===== src/rtl/usb_stuff_pkg.sv =====
package usb_stuff_pkg;
  typedef enum logic {TRK_COUNTER = 1'b0, TRK_HISTORY = 1'b1} trk_style_e;
  localparam int unsigned DATA_W_DEF  = 8;
  localparam int unsigned RUN_LEN_DEF = 6;
endpackage


===== src/rtl/stuff_data_sreg.sv =====
module stuff_data_sreg #(
  parameter int unsigned DATA_W = 8
) (
  input  logic              clk_i,
  input  logic              rst_ni,
  input  logic              load_i,
  input  logic [DATA_W-1:0] data_i,
  input  logic              shift_i,
  output logic              bit_o,
  output logic              empty_o,
  output logic              last_o
);
  localparam int unsigned CNT_W = $clog2(DATA_W + 1);

  logic [DATA_W-1:0] sh_q;
  logic [CNT_W-1:0]  cnt_q;

  always_ff @(posedge clk_i or negedge rst_ni) begin
    if (!rst_ni) begin
      sh_q  <= '0;
      cnt_q <= '0;
    end else if (load_i) begin
      sh_q  <= data_i;
      cnt_q <= CNT_W'(DATA_W);
    end else if (shift_i) begin
      sh_q  <= sh_q >> 1;
      cnt_q <= cnt_q - 1'b1;
    end
  end

  assign bit_o   = sh_q[0];
  assign empty_o = (cnt_q == '0);
  assign last_o  = (cnt_q == CNT_W'(1));
endmodule


===== src/rtl/stuff_run_tracker.sv =====
module stuff_run_tracker #(
  parameter int unsigned             RUN_LEN = 6,
  parameter usb_stuff_pkg::trk_style_e STYLE = usb_stuff_pkg::TRK_COUNTER
) (
  input  logic clk_i,
  input  logic rst_ni,
  input  logic clr_i,
  input  logic adv_i,
  input  logic bit_i,
  output logic full_o
);
  generate
    if (STYLE == usb_stuff_pkg::TRK_COUNTER) begin : g_counter
      localparam int unsigned RUN_W = $clog2(RUN_LEN + 1);
      logic [RUN_W-1:0] run_q;
      always_ff @(posedge clk_i or negedge rst_ni) begin
        if (!rst_ni)      run_q <= '0;
        else if (clr_i)   run_q <= '0;
        else if (adv_i) begin
          if (!bit_i)                          run_q <= '0;
          else if (run_q != RUN_W'(RUN_LEN))   run_q <= run_q + 1'b1;
        end
      end
      assign full_o = (run_q == RUN_W'(RUN_LEN));
    end else begin : g_history
      logic [RUN_LEN-1:0] hist_q;
      always_ff @(posedge clk_i or negedge rst_ni) begin
        if (!rst_ni)      hist_q <= '0;
        else if (clr_i)   hist_q <= '0;
        else if (adv_i)   hist_q <= {hist_q[RUN_LEN-2:0], bit_i};
      end
      assign full_o = &hist_q;
    end
  endgenerate
endmodule


===== src/rtl/usb_bit_stuffer.sv =====
module usb_bit_stuffer #(
  parameter int unsigned               DATA_W    = usb_stuff_pkg::DATA_W_DEF,
  parameter int unsigned               RUN_LEN   = usb_stuff_pkg::RUN_LEN_DEF,
  parameter usb_stuff_pkg::trk_style_e TRK_STYLE = usb_stuff_pkg::TRK_COUNTER
) (
  input  logic              clk_i,
  input  logic              rst_ni,
  input  logic              sop_i,
  input  logic [DATA_W-1:0] byte_i,
  input  logic              byte_valid_i,
  output logic              byte_ready_o,
  output logic              bit_o,
  output logic              bit_valid_o
);
  logic stuff, busy, data_bit, empty, last, load, shift;

  stuff_data_sreg #(.DATA_W(DATA_W)) u_sreg (
    .clk_i   (clk_i),
    .rst_ni  (rst_ni),
    .load_i  (load),
    .data_i  (byte_i),
    .shift_i (shift),
    .bit_o   (data_bit),
    .empty_o (empty),
    .last_o  (last)
  );

  stuff_run_tracker #(.RUN_LEN(RUN_LEN), .STYLE(TRK_STYLE)) u_trk (
    .clk_i  (clk_i),
    .rst_ni (rst_ni),
    .clr_i  (sop_i),
    .adv_i  (bit_valid_o),
    .bit_i  (bit_o),
    .full_o (stuff)
  );

  assign busy         = !empty;
  assign shift        = busy && !stuff;     // frozen on an inserted zero
  assign bit_valid_o  = busy || stuff;
  assign bit_o        = stuff ? 1'b0 : data_bit;
  assign byte_ready_o = !stuff && (empty || last);
  assign load         = byte_valid_i && byte_ready_o;
endmodule


===== config.mk =====
export PLATFORM = sky130hd
export DESIGN_NAME = usb_bit_stuffer
export DESIGN_NICKNAME = d
export VERILOG_FILES = /design/src/rtl/usb_stuff_pkg.sv /design/src/rtl/stuff_data_sreg.sv /design/src/rtl/stuff_run_tracker.sv /design/src/rtl/usb_bit_stuffer.sv
export SDC_FILE = /design/constraint.sdc
export NUM_CORES = 1
export LEC_CHECK = 0
export BUFFER_PORTS_ARGS = -buffer_cell sky130_fd_sc_hd__buf_2
export CORE_ASPECT_RATIO = 1.4
export CORE_MARGIN = 1.5
export CORE_UTILIZATION = 40
export DETAILED_ROUTE_END_ITERATION = 8
export RECOVER_POWER = 100
export SYNTH_ARGS = -nofsm -noshare
export SYNTH_HDL_FRONTEND = slang
export SYNTH_SLANG_ARGS = --single-unit

===== constraint.sdc =====
create_clock -name clk_i -period 1.7 [get_ports clk_i]
set_input_delay 0.17 -clock clk_i [delete_from_list [all_inputs] [get_ports clk_i]]
set_output_delay 0.17 -clock clk_i [all_outputs]
set_load 0.02 [all_outputs]

==> impl_results.md, run 1 <==
- Htree depth: 1
- Syn nets: ~110
- Pin count of the biggest net entering global routing: 16
- Critical Path Fanout Max: 3
- R2r setup slk: 0.07 ns
- RSZ-0062 raised after global routing: yes
- Clk_lat worst skew: just under 0.3 ns
- CP bufs+invs: 2
- Clk Tree Root Cell: clkbuf_4
- Total power: 1.67 mW
- Worst path cell trace: ha_4 -> a211o_1 -> buf_6 -> nor2_4 -> buf_6
- Routability Congestion: roughly 0.80
- Fin cells: approximately 150
- # rows: 19
- Core area: 2020 sq um
- Antenna Violating Nets Remaining: 0
- DIE WIDTH: 42.5 microns
- Slowest CP cell: dfrtp_1
- Vias in the first global route: between 700 and 800
- Worst-case reg-to-reg path depth: 6
- Cell mode on critical path: buf_6
- Final HPWL DP: ~1.4 mm
- P per Cell Area: between 1000 and 1500 nW/um^2
- Total grt overflow: 0
- Outcome: finished clean
- Starting Density: a little over two fifths
- Cell family with most CP delay: flip-flops
- CTS sink cnt: 15
- CTS tree: yes
- First DRT Iteration DRCs: 27
- End-of-flow core utilization: roughly 57%
- Tightest Pin Transition: roughly 0.85 ns
- Worst clock skew: between 0.007 and 0.008 ns
- Syn. warnings: 0
- Arr. time, crit path: 1.50 ns
- Hold Path Class: input port to flop
- Worst EP required: roughly 1.5 ns
- Die ar.: 2480 sq um
- Ant diodes: 0
- Area growth from synthesis to final layout: 32.4%
- Io pins: 15
- Max-Slew Margin vs Limit: between 40 and 50%
- Syn Area/Cell: 9.00 sq um
- Sequential area share after synthesis: a little over two fifths
- Clock transition at path regs: about 0.10 ns
- Setup Viol. Count Final: 0
- Slack of the critical path: roughly 0.033 ns
- Worst Setup EP: byte_ready_o
- Flops & latches, synth: 15
- Unique masters post-synth: 27
- Fin. Hold Viols: 0
- Fin crit share: slightly below 100%
- Total wire length: 2.26 mm
- Final worst path period need: around 1.7 ns
- IO Port Bufs: 14
- Via count: 841
- Leakage: 0.529 nW
- CTS max path bufs: 2
- Wire per inst: 15.2 microns
- Setup crit start kind: flop
- Initial antenna violation count: 0
- Final slew viol count: 0
- First-pass GRT wire length: roughly 3.5 mm
- Dpl cells: roughly 130
- DRC: 0
- Slowest stage delay, CP: 0.43 ns
- Worst reg2reg path endpoint: u_sreg.cnt_q[1]
- Critical path class: flop to output pin
- CP Capture Type: output pin
- Worst VDD drop: about 900 uV
- Die Span Y: 58.3 microns
- Dpl ws: approximately 0.061 ns
- Via density: approximately 5.6
- Router iterations before antenna repair: 6
- RR Startpoint: u_trk.g_counter.run_q[1]
- Netlist Area Pre-Place: between 800 and 900 sq um
- Crit. Startpoint: u_trk.g_counter.run_q[1]
- Number of nets in the layout: approximately 150
- GRT Total Usage: around a fifth
- TritonCTS Buffers: 3
- Max Cap Viol: 0
- Share of cells above drive strength 1: between 30% and 40%
- Fin Hold WS: 0.0648 ns
- Critical Path Stages: 5
- Post-Syn Instances: 97
- Max Freq: 600 MHz
worst register-to-register path, delay by kind of cell, from the launching register on:
kind,cells,cell delay [ns]
flops,1,0.43
compound gates,2,0.36
buf+inv,2,0.29
simple gates,1,0.24
fa+ha+maj,1,0.18
final cells by class:
class | count | area, sq um
Tap cell | 21 | 26.3
Multi-Input combinational cell | 70 | 473
Clock buffer | 3 | 22.5
Clock inverter | 1 | 5.00
Fill cell | 189 | 865
Inverter | 5 | 18.8
Sequential cell | 15 | 375
Timing Repair Buffer | 34 | 235
layer usage:
metal	part of all wire, %	GRT usage [%]
met4	0.44	6.70
met1	45	23.9
met5	0	0
met3	4.9	3.43
met2	50	32.7
where the power goes:
group          switching, mW  internal [mW]  total (mW)  leakage (nW)
clock                  0.129         0.0874       0.216        0.0177
sequential             0.110          0.482       0.592         0.194
combinational          0.431          0.431       0.862         0.317
how the worst min path moves through the flow:
stage,start,to,cells after the start
2_1_floorplan,rst_ni,u_sreg.cnt_q[0],0
6_report,sop_i,u_trk.g_counter.run_q[2],2
4_1_cts,sop_i,u_trk.g_counter.run_q[2],2
3_5_place_dp,rst_ni,u_sreg.cnt_q[2],1
3_3_place_gp,rst_ni,u_sreg.cnt_q[2],1
5_1_grt,sop_i,u_trk.g_counter.run_q[1],2
registers in the layout, indices dropped and copies added (netlist names):
register / cells
u_sreg.sh_q: 8
u_sreg.cnt_q: 4
u_trk.g_counter.run_q: 3
what timing repair did:
item,4_1_cts,5_1_grt
gates cloned,0,0
pin swaps,2,2
hold buffers,1,0
resized for setup,12,3
setup buffers,6,4
hold endpoints to repair,15,0
endpoints found under the setup margin,2,5
kinds of logic (layout without fill, tap and decap cells):
family / after synthesis / in the layout / share of synthesized area, %
AO/OA/AOI/OAI: 29 / 29 / 19.2
adder cells (fa/ha/maj): 5 / 5 / 7.16
buffers and inverters: 12 / 43 / 7.88
flip-flops: 15 / 15 / 43.0
multiplexers: 1 / 1 / 1.15
AND/OR/NAND/NOR: 35 / 35 / 21.6
cell usage in the layout (no fill, tap or decap), types with 2 or more instances in the layout:
| cell type | count |
|---|---|
| ha_4 | 2 |
| a31oi_1 | 8 |
| o21ai_0 | 12 |
| ha_1 | 3 |
| and2_1 | 2 |
| dfrtp_1 | 15 |
| nand3_1 | 9 |
| inv_1 | 2 |
| inv_2 | 3 |
| a21oi_1 | 4 |
| nor2b_1 | 2 |
| clkbuf_4 | 3 |
| a211oi_1 | 2 |
| buf_6 | 3 |
| buf_4 | 17 |
| nand2_1 | 4 |
| buf_2 | 12 |
| nor2_1 | 2 |
| nor3_1 | 8 |
cells in the mapped netlist (all sizes together):
| cell type | number | area (sq um) |
|---|---|---|
| or3b | 1 | 8.76 |
| nor3 | 8 | 40.0 |
| buf | 4 | 38.8 |
| and3 | 1 | 6.26 |
| clkbuf | 3 | 11.3 |
| o21ai | 13 | 65.1 |
| nand4b | 1 | 8.76 |
| inv | 5 | 18.8 |
| dfrtp | 15 | 375 |
| nor3b | 1 | 7.51 |
| ha | 5 | 62.6 |
| a211o | 1 | 8.76 |
| a311oi | 1 | 8.76 |
| a31oi | 8 | 50.1 |
| nor2b | 2 | 12.5 |
| nand3 | 9 | 45.0 |
| and2 | 2 | 12.5 |
| or2 | 1 | 6.26 |
| nand3b | 1 | 7.51 |
| nand2 | 4 | 15.0 |
| or4 | 1 | 7.51 |
| a211oi | 2 | 15.0 |
| a21oi | 4 | 20.0 |
| mux2i | 1 | 10.0 |
| nor2 | 3 | 11.3 |
stage by stage:
stage          area [sq um]  setup TNS [ns]
2_1_floorplan           873               0
3_3_place_gp            987               0
3_5_place_dp            987               0
4_1_cts                1110               0
5_1_grt                1160         -0.0568
6_report               1160               0
No activity file was read; power rests on OpenSTA's default activity.
==> run 2, diff against run 1 <==
- CORE_UTILIZATION: 40 -> 48
- PLACE_DENSITY: default -> 0.73
==> run 2 against run 1 <==
Global-route usage grew 2.9 points. Largest power group unchanged. Clock power down 6%. Highest routed layer unchanged. Die area is 16% lower. Final cell count is the same.
==> impl_results.md, run 2 (synthesized netlist as in run 1, its figures left out) <==
- Total wire length: 2.14 mm (-5.4%)
- DRC: 0 (unchanged)
- CP Capture Type: output pin
- Final HPWL DP: 1.36 mm (-3.7%)
- Core area: 1730 sq um (-14%)
- Top reg by flops: u_sreg.sh_q
- Switching share of power: 38.9% (-1.3 points)
- Proportion of power drawn by the clock network: 11.9% (-1.0 points)
- Ant diodes: 0 (unchanged)
- Wire per inst: 14.3 microns (-5.4%)
- Finished Cell Area: 1160 sq um (+0.76%)
- Commonest non-fill, non-tap cell in the layout: buf_4
- Int Power: 1.04 mW (+3.6%)
- Clock transition at path regs: 0.09 ns (about the same)
- Fin cells: 149 (unchanged)
- Max Freq: 599 MHz (-0.18%)
- Routability Congestion: 0.814 (+1.8%)
- Starting Density: 50.4% (+7.1 points)
- Seq pwr share: 34.8% (-0.7 points)
- Arr. time, crit path: 1.50 ns (about the same)
- Number of flip-flops in the largest register: 8 (unchanged)
- Total grt overflow: 0 (unchanged)
- # rows: 18 (-1)
- Router iterations before antenna repair: 4 (-2)
- Via count: 859 (+2.1%)
- Logic pwr share: 53.3% (+1.7 points)
- GRT Total Usage: 21.9% (+2.9 points)
- Number of nets in the layout: 147 (+0.68%)
- Fin Hold WS: 0.0744 ns (+0.00956 ns)
- CTS sink cnt: 15 (unchanged)
- Htree depth: 1 (unchanged)
- Vias in the first global route: 710 (-6.7%)
- Share of cells above drive strength 1: 33.3% (-0.26 points)
- IO Port Bufs: 14 (unchanged)
- TritonCTS Buffers: 3 (unchanged)
- Fin crit share: 98.2% (+0.18 points)
- R2r setup slk: 0.08 ns (about the same)
- Die Span Y: 53.5 microns (-8.3%)
- Dpl ws: 0.0520 ns (-0.00862 ns)
- Leakage: 0.532 nW (+0.59%)
- Max Cap Viol: 0 (unchanged)
- Critical Path Fanout Max: 4 (+1)
- Tightest Pin Transition: 0.847 ns (-0.00212 ns)
- First DRT Iteration DRCs: 31 (+15%)
- Biggest regs: u_sreg.sh_q: 8 flops, u_sreg.cnt_q: 4 flops, u_trk.g_counter.run_q: 3 flops
- Worst EP required: 1.53 ns (about the same)
- Crit. Startpoint: u_trk.g_counter.run_q[0]
- Setup Viol. Count Final: 0 (unchanged)
- Max-Slew Margin vs Limit: 43.5% (+0.14 points)
- Final worst path period need: 1.67 ns (+0.00301 ns)
- Slack of the critical path: 0.0301 ns (-0.00301 ns)
- Setup crit start kind: flop
- Final slew viol count: 0 (unchanged)
- Total power: 1.70 mW (+1.5%)
- Initial antenna violation count: 0 (unchanged)
- Hold Path Class: input port to flop
- RR Startpoint: u_trk.g_counter.run_q[0]
- Worst VDD drop: 971 uV (+8.2%)
- Most frequent cells in the layout: buf_4 (17), dfrtp_1 (15), o21ai_0 (12)
- Area growth from synthesis to final layout: 33.4%
- Hold Path Origin: sop_i
- First-pass GRT wire length: 3.24 mm (-8.2%)
- Placed Area: 986 sq um (-0.13%)
- DIE WIDTH: 39.1 microns (-8.1%)
- Worst clock skew: 0.00683 ns (-0.000792 ns)
- P per Cell Area: 1460 nW/um^2 (+0.72%)
- CTS max path bufs: 2 (unchanged)
- RSZ-0062 raised after global routing: yes
- Dpl cells: 133 (-0.75%)
- CTS tree: yes
- Clk Tree Root Cell: clkbuf_4
- Outcome: finished clean
- Pin count of the biggest net entering global routing: 16 (unchanged)
- Die ar.: 2090 sq um (-16%)
- Critical path class: flop to output pin
- Antenna Violating Nets Remaining: 0 (unchanged)
- Via density: 5.77 (+2.1%)
- Switching power summed over all nets: 0.659 mW (-1.7%)
- Clk_lat worst skew: 0.27 ns (-0.02 ns)
- Fin. Hold Viols: 0 (unchanged)
- Io pins: 15 (unchanged)
## run 2: worst max-delay path, stage by stage, from the launching register on
cell and delay [ns]:
dfrtp_1 0.39, inv_2 0.07, ha_4 0.16, a211o_1 0.27, buf_6 0.13, nor2_4 0.08, buf_6 0.12
## run 2: layout make-up
type	instances	area, sq um
flip-flops and latches	15	375
repair buffers	35	246
inverters	5	18.8
well taps	20	25.0
fillers	123	569
multi-input cells	70	473
clock buffers	4	26.3
## run 2: worst paths after layout
kind / to / cells past startpoint
worst max-delay path: byte_ready_o / 6
worst min-delay path: u_trk.g_counter.run_q[2] / 2
worst max register to register: u_sreg.cnt_q[1] / 7
worst min register to register: u_sreg.sh_q[1] / 2
max in group asynchronous: u_sreg.sh_q[0] / 2
min in group asynchronous: u_trk.g_counter.run_q[2] / 2
## run 2: through the flow
stage / TNS [ns] / util (%)
after floorplan: 0 / -
after global placement: 0 / 56.9
after detailed placement: 0 / 56.9
after CTS: -0.0117 / 63.8
after global routing: -0.0987 / 67.2
final: 0 / 67.2
## run 2: repair_timing
| item | in CTS | in global routing |
|---|---|---|
| hold endpoints to repair | 15 | 0 |
| setup endpoints to repair | 3 | 5 |
| hold buffers | 1 | 0 |
| pin swaps | 1 | 3 |
| gates resized for setup | 12 | 5 |
| buffers inserted | 5 | 6 |
## run 2: power by group through the flow
stage	registers, mW	clock network, mW	logic (mW)
final	0.590	0.202	0.903
after global routing	0.607	0.223	0.991
after CTS	0.590	0.205	0.760
after detailed placement	0.582	0	0.642
after global placement	0.575	0	0.634
after floorplan	0.558	0	0.481
## run 2: per-layer routing
layer	share of wire, %	up-vias	wire (microns)	track usage, %
met5	0	-	0	0
met4	0.70	0	15	5.17
met3	4.3	2	92	3.78
met2	49	24	1040	35.6
met1	46	419	991	29.6
li1	-	414	-	-
